$ cat src/rtl/mw_eeprom_master.sv
module mw_eeprom_master #(
  parameter int HALF     = 4,
  parameter int POLL_MAX = 65535
) (
  input  logic        clk,
  input  logic        rst,
  input  logic        req,
  input  logic [2:0]  cmd,
  input  logic [5:0]  addr,
  input  logic [15:0] wdata,
  output logic        ready,
  output logic        done,
  output logic [15:0] rdata,
  output logic        timeout_err,
  output logic        mw_cs,
  output logic        mw_sk,
  output logic        mw_di,
  input  logic        mw_do
);
  localparam int TW    = $clog2(HALF + 1);
  localparam int PW    = $clog2(POLL_MAX + 1);
  localparam int FRAME = 25;
  localparam int HDR   = 9;

  typedef enum logic [2:0] {S_IDLE, S_CSUP, S_SETUP, S_HIGH, S_TAIL, S_CSDN, S_POLL, S_PEND} st_t;

  st_t               state;
  logic [TW-1:0]     tmr;
  logic [FRAME-1:0]  shreg;
  logic [4:0]        bitcnt;
  logic [15:0]       rx;
  logic [PW-1:0]     pollcnt;
  logic              is_erase, is_read, fail;

  logic [1:0]  op;
  logic [5:0]  a_eff;
  logic        has_data;
  logic        tick;

  assign tick  = (tmr == '0);
  assign ready = (state == S_IDLE);

  always_comb begin
    op       = 2'b00;
    a_eff    = 6'b000000;
    has_data = 1'b0;
    case (cmd)
      3'd0: begin op = 2'b10; a_eff = addr; has_data = 1'b1; end
      3'd1: begin op = 2'b01; a_eff = addr; has_data = 1'b1; end
      3'd2: begin op = 2'b11; a_eff = addr; end
      3'd3: a_eff = 6'b110000;
      default: a_eff = 6'b000000;
    endcase
  end

  always_ff @(posedge clk) begin
    if (rst) begin
      state       <= S_IDLE;
      tmr         <= TW'(HALF - 1);
      shreg       <= '0;
      bitcnt      <= '0;
      rx          <= '0;
      pollcnt     <= '0;
      is_erase    <= 1'b0;
      is_read     <= 1'b0;
      fail        <= 1'b0;
      done        <= 1'b0;
      rdata       <= '0;
      timeout_err <= 1'b0;
      mw_cs       <= 1'b0;
      mw_sk       <= 1'b0;
      mw_di       <= 1'b0;
    end else begin
      done <= 1'b0;
      if (state == S_IDLE || tick) tmr <= TW'(HALF - 1);
      else                         tmr <= tmr - 1'b1;
      case (state)
        S_IDLE: if (req) begin
          shreg    <= {1'b1, op, a_eff, (cmd == 3'd1) ? wdata : 16'h0000};
          bitcnt   <= has_data ? 5'(FRAME) : 5'(HDR);
          is_erase <= (cmd == 3'd2);
          is_read  <= (cmd == 3'd0);
          fail     <= 1'b0;
          mw_cs    <= 1'b1;
          state    <= S_CSUP;
        end
        S_CSUP: if (tick) begin
          mw_di <= shreg[FRAME-1];
          state <= S_SETUP;
        end
        S_SETUP: if (tick) begin
          mw_sk <= 1'b1;
          state <= S_HIGH;
        end
        S_HIGH: if (tick) begin
          mw_sk <= 1'b0;
          state <= S_TAIL;
        end
        S_TAIL: if (tick) begin
          rx     <= {rx[14:0], mw_do};
          shreg  <= shreg << 1;
          bitcnt <= bitcnt - 1'b1;
          if (bitcnt == 5'd1) begin
            mw_di <= 1'b0;
            mw_cs <= 1'b0;
            state <= S_CSDN;
          end else begin
            mw_di <= shreg[FRAME-2];
            state <= S_SETUP;
          end
        end
        S_CSDN: if (tick) begin
          if (is_erase) begin
            mw_cs   <= 1'b1;
            pollcnt <= '0;
            state   <= S_POLL;
          end else begin
            done        <= 1'b1;
            timeout_err <= fail;
            if (is_read) rdata <= rx;
            state       <= S_IDLE;
          end
        end
        S_POLL: if (tick) begin
          if (mw_do) begin
            mw_cs <= 1'b0;
            state <= S_PEND;
          end else if (pollcnt == PW'(POLL_MAX - 1)) begin
            fail  <= 1'b1;
            mw_cs <= 1'b0;
            state <= S_PEND;
          end else begin
            pollcnt <= pollcnt + 1'b1;
          end
        end
        S_PEND: if (tick) begin
          done        <= 1'b1;
          timeout_err <= fail;
          state       <= S_IDLE;
        end
        default: state <= S_IDLE;
      endcase
    end
  end
endmodule

$ cat config.mk
export PLATFORM = sky130hd
export DESIGN_NAME = mw_eeprom_master
export DESIGN_NICKNAME = d
export VERILOG_FILES = /design/src/rtl/mw_eeprom_master.sv
export SDC_FILE = /design/constraint.sdc
export NUM_CORES = 1
export LEC_CHECK = 0
export BUFFER_PORTS_ARGS = -buffer_cell sky130_fd_sc_hd__buf_2
export CORE_MARGIN = 4
export CORE_UTILIZATION = 40
export DETAILED_ROUTE_END_ITERATION = 8
export PLACE_DENSITY = 0.61
export SLEW_MARGIN = 20
export SYNTH_ARGS = -nofsm -noshare
export SYNTH_HDL_FRONTEND = slang
export SYNTH_SLANG_ARGS = --single-unit
$ cat constraint.sdc
create_clock -name clk -period 2.26 [get_ports clk]
set_input_delay 0.339 -clock clk [delete_from_list [all_inputs] [get_ports clk]]
set_output_delay 0.339 -clock clk [all_outputs]
set_load 0.02 [all_outputs]
* After elaboration in Yosys (flattened, before gate mapping)
Cells that the tools add are included.
** Word-level totals
- Register bits after elaboration :: 92
- Output and inout bits :: 22
- Word-level logic and storage cells :: 130
- Input port bits :: 29
** Cells by class
- Reduce and logical (&&, ||, !) cells :: 25
- Add/subtract/negate cells :: 3
- Eq/ne operators :: 27
- Mux-type cells :: 59
- Bitwise operators :: 1
** Operator list (count)
- two-way mux 16 bit :: 6
- two-way mux 25 bit :: 2
- case mux 25 bit (2 select lines) :: 1
- two-way mux 3 bit :: 12
- case mux 16 bit (2 select lines) :: 1
- inequality test 2 bit, second input constant :: 14
- two-way mux 1 bit :: 24
- case mux 3 bit (8 select lines) :: 1
- adder 16 x 1 -> 16 bit, second input constant :: 1
- equality test 16 bit, second input constant :: 1
- two-way mux 5 bit :: 3
- equality test 3 x 2 -> 1 bit, second input constant :: 4
- equality test 3 bit, second input constant :: 4
- case mux 6 bit (2 select lines) :: 1
- nonzero test 2 bit :: 6
- case mux 1 bit (2 select lines) :: 5
- case mux 5 bit (2 select lines) :: 1
- logical NOT 3 bit :: 3
- AND reduction 3 bit :: 3
- AND reduction 9 bit :: 1
- AND reduction 4 bit :: 2
- AND reduction 8 bit :: 1
- equality test 3 x 1 -> 1 bit, second input constant :: 2
- case mux 2 bit (3 select lines) :: 1
- 13 further kinds :: 15

* Longest topological paths before layout
Gate-level depths: netlist (run 1).
- Depth in word-level cells :: 6
- Depth in mapped cells :: 9
- Depth with buffers taken out :: 7

* Worst setup path after synthesis (run 1)
No wires, ideal clock.
- Path kind :: register -> register
- Start :: reg state[2]
- End :: reg mw_cs
- Buffers on the path :: 1
- Setup slack :: 0.240 ns
- Setup time :: 0.086 ns
- Clock period less this slack :: 2.020 ns
- Data required time :: 2.174 ns
- Stages on the path, launching flop included :: 7
- Data arrival time :: 1.934 ns
- Path through :: dfxtp_1 > buf_1 > nor3_1 > and2_1 > a2bb2oi_1 > a21oi_1 > a211oi_1
** On the way
- Cells in the longest elaborated chain, start to end :: 3
- Elaborated cells on any way between the ends :: 14
- Those cells by class :: 10 x eq/ne; 1 x mux; 3 x reduce/logical
** RTL lines
- from (decl) :: RTL line 27 : st_t state;
- from (signal assigned) :: RTL line 58 : state <= S_IDLE;
- from (signal assigned) :: RTL line 85 : state <= S_CSUP;
- from (signal assigned) :: RTL line 89 : state <= S_SETUP;
- logical NOT 3 bit *
- via ready :: RTL line 11 : output logic ready,
- nonzero test 4 bit (no source line) / inequality test 2 bit (equally long branches)
- AND reduction 8 bit (no source line)
- to (signal assigned) :: RTL line 70 : mw_cs <= 1'b0;
- to (signal assigned) :: RTL line 84 : mw_cs <= 1'b1;
- to (signal assigned) :: RTL line 105 : mw_cs <= 1'b0;
- to (decl) :: RTL line 15 : output logic mw_cs,
The timed path passes the listed nets; every way through them passes the cells marked *.
A chain may end at the register's enable or synchronous reset.

* Worst setup path after layout (run 1)
- Start :: reg state[0]
- End :: reg pollcnt[15]
** On the way
- Cells in the longest elaborated chain, start to end :: 3
- Elaborated cells on any way between the ends :: 10
- Those cells by class :: 7 x eq/ne; 1 x mux; 2 x reduce/logical
** RTL lines
- equality test 3 bit :: RTL line 77 : case (state)
- inequality test 2 bit (no source line) / nonzero test 2 bit (equally long branches)
- AND reduction 6 bit (no source line)
- to (signal assigned) :: RTL line 133 : pollcnt <= pollcnt + 1'b1;
- to (decl) :: RTL line 32 : logic [PW-1:0] pollcnt;
Several ways; a longest one is shown, not always the timed one.

==> results of run 1 <==
through the flow:
| step | hold WS [ns] | cell area (sq um) | setup WS [ns] | util (%) |
|---|---|---|---|---|
| after global routing | 0.2583 | 4687 | 0.04214 | 47.73 |
| after global placement | 0.3673 | 4474 | 0.2998 | 45.57 |
| after detailed placement | 0.3690 | 4474 | 0.2467 | 45.57 |
| final | 0.2512 | 4687 | 0.2098 | 47.73 |
| after CTS | 0.2333 | 4687 | 0.2038 | 47.73 |
| after floorplan | 0.3579 | 4055 | 0.2402 | - |
report_power, final:
part / switching (mW) / internal, mW / total [mW]
combinational: 0.596 / 0.437 / 1.03
clock: 0.690 / 0.451 / 1.14
sequential: 0.128 / 1.78 / 1.91
total: 1.41 / 2.67 / 4.08
logic make-up (layout without fill, tap and decap cells):
logic type	Yosys count	in the layout	synth area share (%)
AO/OA/AOI/OAI	99	99	15.92
flip-flops	92	92	45.42
multiplexers	27	27	6.665
buffers and inverters	39	93	4.319
adder cells (fa/ha/maj)	6	6	1.851
XOR/XNOR	11	11	2.376
AND/OR/NAND/NOR	198	198	23.45
sequential cells by signal (all words and copies together), names as in the netlist:
| signal | cells |
|---|---|
| rx | 16 |
| is_erase | 1 |
| fail | 1 |
| mw_cs | 1 |
| timeout_err | 1 |
| state | 3 |
| pollcnt | 16 |
| bitcnt | 5 |
| tmr | 3 |
| rdata | 16 |
| shreg | 25 |
| mw_sk | 1 |
| is_read | 1 |
| done | 1 |
| mw_di | 1 |
layout make-up:
cell class,count,area share [%]
Clock buffer,9,2.643
Clock inverter,7,1.895
Inverter,8,0.6407
Multi-Input combinational cell,341,43.59
Sequential cell,92,39.30
Tap cell,133,3.550
Timing Repair Buffer,69,8.382
cell usage in the layout (no fill, tap or decap), types with 4 or more instances in the layout:
cell	synthesis	layout
a211oi_1	12	12
a21oi_1	34	34
a221oi_1	11	11
a2bb2oi_1	9	9
and2_1	4	4
buf_2	5	50
buf_4	2	19
clkbuf_8	0	9
dfxtp_1	92	92
ha_1	6	6
inv_1	8	8
mux2i_1	27	27
nand2_1	47	47
nand2b_1	4	4
nand3_1	15	15
nand4_1	6	6
nor2_1	66	66
nor3_1	23	23
nor4_1	4	4
o21ai_0	15	14
or3_1	6	6
or4_1	4	4
xnor2_1	7	7
xor2_1	4	4
metal layers:
layer  global-route usage, %  wire length, microns
met3                   3.079                   252
met1                   23.59                  4624
met5                       0                     0
met2                   25.42                  4360
met4                   4.599                    90
how the worst max path moves through the flow:
stage | startpoint | slack [ns] | depth (start not counted) | endpoint
2_1_floorplan | state[2] | 0.24 | 6 | mw_cs
3_3_place_gp | state[0] | 0.30 | 5 | shreg[13]
3_5_place_dp | state[0] | 0.25 | 5 | pollcnt[15]
4_1_cts | state[0] | 0.20 | 5 | pollcnt[15]
5_1_grt | state[0] | 0.04 | 6 | pollcnt[7]
6_report | state[0] | 0.21 | 5 | pollcnt[15]
worst reg2reg max path, cell delays in order, from the launching register on:
cell and delay (ns):
dfxtp_1 0.60, and2b_1 0.26, nor3_2 0.10, a311o_1 0.40, or4_1 0.48, a21oi_1 0.15
==> reports/metrics.yaml, run 1 <==
run_status:
  status: "complete, no violations"
place:
  dp_hpwl_microns: 6533
  gp_congestion: 0.8339
  portBuffers: 50
  dp_cells: 643
cts:
  cts_hold_buf: 0
  numClockSinks: 92
  cts_inserted_buffers: 9
  cts_tree: "yes"
  clock_tree.root_cell: "clkbuf_8"
  cts.clk_slew.worst_paths_ns: 0.11
  clk_path_buf_depth: 2
  clk_latency_ns: 0.37
  htreeDepth: 3
  post_cts_resized: 0
  post_cts_buffers: 0
synth:
  yosysUniqueCellTypes: 50
  synth.most_common_cell: "dfxtp_1"
  synth_edf_count: 0
  synth_top_area_cell: "dfxtp_1"
  ys_seq_area_share_pct: 45.42
  synth_seq_cells: 92
  yosysWarnings: 0
  synthFlopType: "dfxtp_1"
  synth_top_area_share_pct: 45.42
  synthTopCellsByArea: "dfxtp_1 45%, mux2i_1 6.7%, nor2_1 6.1%"
  async_reset_ff_share_pct: 0
  synth_area_sq_mm: 0.004055
  postSynthAreaPerCell_sq_um: 8.591
  synth_nets: 507
  ys_top_cells_by_count: "92 x dfxtp_1, 66 x nor2_1, 47 x nand2_1"
  syn_inst: 472
power:
  powerDensity_mw_per_mm2: 870.4
  vdd_drop_max_uv: 441.8
  power_mw: 4.080
  power.leakage_nw: 1.792
floorplanning:
  pin_count: 51
  die-area_sq_mm: 0.01181
  initial_core_util_pct: 41.30
  die_w_microns: 108.7
  rows: 36
  die_h_microns: 108.7
  core-area_sq_mm: 0.009819
sta:
  skew_ns: 0.02304
  clock.fmax_mhz: 487.8
  timing_hold_violations_final: 0
  fin_tns_setup_ns: 0
  finalCritPeriodShare_pct: 90.72
  setup_viol: 0
  tightestPinTransition_ns: 0.5009
  max_slew_margin_pct: 66.35
  final.min_clock_period_ns: 2.050
  rsz0062_at_grt: "no"
  drv_slew: 0
drt:
  routed_wl_microns: 9328
  drt_iter0_drc: 214
  vias: 3461
  drc: 0
  routed_via_density: 5.252
  drtPass1Iterations: 4
  ant_nets: 0
  wire_per_inst_microns: 14.15
final_layout:
  nFillCells: 1029
  regArea_sq_mm: 0.001842
  finalNonFillerCells: 659
  drive_gt1_share_pct: 18.25
  nets: 556
  area_delta_synth_final_pct: 15.58
  multi_input_area_sq_mm: 0.002043
  diodes: 0
worst_setup_path:
  rr_startpoint: "state[0]"
  crit_family: "simple AND/OR/NAND/NOR gates"
  critical_path.max_stage_delay_ns: 0.60
  cp_num_buf_inv: 0
  reg2reg_to: "pollcnt[15]"
  worstPathArrival_ns: 2.36
  rrSetupSlack_ns: 0.21
  crit_chain: "and2b_1, nor3_2, a311o_1, or4_1, a21oi_1"
  crit_type: "reg2reg"
  slowest_stage: "dfxtp_1"
  crit_fanout: 14
  startpoint_type: "flip-flop"
  cp.required_ns: 2.57
  r2r_cells: 5
  endpoint_kind: "flip-flop"
worst_hold_path:
  hold_path_end: "rx[0]"
  worstHoldPathType: "in2reg"
  whs_path_depth: 3
  min_from: "mw_do"
global_routing:
  grt_pass1_wl_microns: 15770
  overflow: 0
  grt_pass1_vias: 3215
  grt_max_degree: 39
  grt_usage_pct: 16.48
  antenna_found_initial: 0
job:
  drv_cap: 0
(Power assumes the default switching activity.)
==> inputs of run 2 (changes only) <==
--- a/config.mk
+++ b/config.mk
@@ -5,12 +5,12 @@
 export SDC_FILE = /design/constraint.sdc
 export NUM_CORES = 1
 export LEC_CHECK = 0
+export ABC_AREA = 1
 export BUFFER_PORTS_ARGS = -buffer_cell sky130_fd_sc_hd__buf_2
 export CORE_MARGIN = 4
 export CORE_UTILIZATION = 40
 export DETAILED_ROUTE_END_ITERATION = 8
-export PLACE_DENSITY = 0.61
-export SLEW_MARGIN = 20
+export PLACE_DENSITY = 0.6
 export SYNTH_ARGS = -nofsm -noshare
 export SYNTH_HDL_FRONTEND = slang
 export SYNTH_SLANG_ARGS = --single-unit
==> reports/metrics.yaml, run 2 <==
run_status:
  status: "complete, no violations"
cts:
  htreeDepth: 3
  clk_latency_ns: 0.35
  cts_hold_buf: 0
  clock_tree.root_cell: "clkbuf_8"
  cts.clk_slew.worst_paths_ns: 0.08
  post_cts_buffers: 0
  clk_path_buf_depth: 2
  cts_tree: "yes"
  post_cts_resized: 0
  numClockSinks: 92
  cts_inserted_buffers: 9
final_layout:
  area_delta_synth_final_pct: 12.74
  final_area_sq_mm: 0.004972
  nets: 713
  drive_gt1_share_pct: 15.08
  multi_input_area_sq_mm: 0.002258
  diodes: 0
  max_flop_register: "shreg"
  nFillCells: 1107
  regArea_sq_mm: 0.001842
  most-common-layout-cells: "132 x nand2_1, 114 x nor2_1, 92 x dfxtp_1"
  largest_reg_flops: 25
  layout_commonest_cell: "nand2_1"
  fin_util_pct: 46.07
synth:
  synthFlopType: "dfxtp_1"
  synth_seq_cells: 92
  synth.most_common_cell: "nand2_1"
  ys_top_cells_by_count: "132 x nand2_1, 114 x nor2_1, 92 x dfxtp_1"
  synth_nets: 669
  yosysUniqueCellTypes: 34
  yosysWarnings: 0
  synth_top_area_cell: "dfxtp_1"
  synth_edf_count: 0
  postSynthAreaPerCell_sq_um: 6.957
  syn_inst: 634
  synthTopCellsByArea: "dfxtp_1 42%, nand2_1 11%, nor2_1 9.7%"
  synth_area_sq_mm: 0.004410
  async_reset_ff_share_pct: 0
  synth_top_area_share_pct: 41.76
  ys_seq_area_share_pct: 41.76
global_routing:
  overflow: 0
  grt_use_met2_pct: 26.50
  use_met1_pct: 22.04
  grt_pass1_vias: 3758
  top_usage_layer: "met2"
  antenna_found_initial: 0
  grt_pass1_wl_microns: 17530
  use_met3_pct: 3.262
  grt_max_degree: 61
  grt_usage_pct: 16.42
worst_setup_path:
  endpoint_kind: "flip-flop"
  crit_family: "simple AND/OR/NAND/NOR gates"
  cp.depth: 8
  crit_top_cell: "nand2_1"
  startpoint_type: "flip-flop"
  crit_type: "reg2reg"
  cp.required_ns: 2.54
  slowest_stage: "dfxtp_1"
  crit_fanout: 33
  crit_chain: "nor2_2, nand2_1, inv_2, nand2_1, nand2_4, buf_4, o21ai_0, a31oi_1"
  worstPathArrival_ns: 2.14
  r2r_cells: 8
  cp_num_buf_inv: 2
  critical_path.max_stage_delay_ns: 0.40
sta:
  clock.fmax_mhz: 539.3
  skew_ns: 0.01141
  tightestPinTransition_ns: 0.4897
  max_slew_margin_pct: 67.32
  finalCritPeriodShare_pct: 82.05
  timing_hold_violations_final: 0
  rsz0062_at_grt: "no"
  fin_tns_setup_ns: 0
  setup_viol: 0
  drv_slew: 0
  final.min_clock_period_ns: 1.854
floorplanning:
  die_w_microns: 113.0
  die_h_microns: 113.0
  rows: 38
  pin_count: 51
  core-area_sq_mm: 0.01079
  die-area_sq_mm: 0.01277
  initial_core_util_pct: 40.86
drt:
  drtPass1Iterations: 5
  ant_nets: 0
  routed_wl_microns: 10120
  wire_per_inst_microns: 12.29
  drc: 0
  drt_iter0_drc: 230
  vias: 4126
  routed_via_density: 5.013
power:
  sw_frac_of_total_pct: 37.10
  clkPwrFrac_pct: 24.9
  p_comb_share_pct: 32.3
  seq_power_share_pct: 42.8
  p_int_mw: 2.846
  power_switching_mw: 1.679
  powerDensity_mw_per_mm2: 910.1
  power.leakage_nw: 2.048
  vdd_drop_max_uv: 525.3
place:
  dpl_cell_area_sq_mm: 0.004770
  portBuffers: 50
  dp_hpwl_microns: 7136
  gp_congestion: 0.8885
worst_hold_path:
  whs_path_depth: 3
  worstHoldPathType: "in2reg"
job:
  drv_cap: 0
-- run 2: changes by cell type in the layout (fill, tap and decap cells not counted), sizes merged, moves of 11 or more --
| cell | previous run | this run |
|---|---|---|
| a221oi | 11 | 0 |
| a211oi | 12 | 0 |
| a21oi | 35 | 46 |
| nand3 | 15 | 36 |
| mux2i | 27 | 0 |
| o21ai | 18 | 71 |
| a31oi | 3 | 14 |
| nor2 | 67 | 119 |
| inv | 12 | 45 |
| nor3 | 24 | 4 |
| nand2 | 47 | 140 |
-- run 2: path summary, 6_finish.rpt --
kind | slack [ns] | start | endpoint
setup reg to reg | 0.41 | state[0] | shreg[15]
hold reg to reg | 0.39 | tmr[0] | tmr[0]
setup / recovery | 0.41 | state[0] | shreg[15]
hold / removal | 0.27 | wdata[11] | shreg[11]
-- run 2: cells by family after synthesis --
| logic type | count (synthesis) | share of synthesized area, % |
|---|---|---|
| buf+inv | 72 | 7.036 |
| flops | 92 | 41.76 |
| fa+ha+maj | 6 | 1.702 |
| xor+xnor | 5 | 0.9931 |
| simple gates | 314 | 30.55 |
| compound gates | 145 | 17.96 |
-- run 2: per-layer routing --
metal	vias up	wire, microns
met5	-	0
met4	0	129
met3	7	412
met2	84	4616
met1	1863	4957
li1	2172	-
-- run 2: per-stage QoR --
stage	hold WS [ns]	instances	setup WS, ns	power, mW
after global routing	0.2527	823	0.1288	4.900
after floorplan	0.3652	634	0.6356	3.128
after CTS	0.2493	823	0.3855	4.574
after detailed placement	0.3769	807	0.4179	3.434
final	0.2699	823	0.4056	4.525
after global placement	0.3785	807	0.4406	3.417
-- run 2: layout make-up --
cell class | count | share of cell area, %
clock buffers | 12 | 3.120
well taps | 140 | 3.523
inverters | 45 | 3.397
multi-input cells | 470 | 45.42
repair buffers | 60 | 6.543
clock inverters | 4 | 0.9562
flip-flops and latches | 92 | 37.04
-- run 2: worst register-to-register path, delay by kind of cell, from the launching register on --
family | cells | cell delay, ns
AND/OR/NAND/NOR | 4 | 0.82
flip-flops | 1 | 0.40
buffers and inverters | 2 | 0.34
AO/OA/AOI/OAI | 2 | 0.23
-- run 2: power groups by stage --
stage	Sequential (mW)	Clock [mW]	Combinational, mW
2_1_floorplan	1.96	0	1.17
3_3_place_gp	1.97	0	1.45
3_5_place_dp	1.97	0	1.46
4_1_cts	1.94	1.17	1.47
5_1_grt	1.97	1.25	1.69
6_report	1.94	1.13	1.46
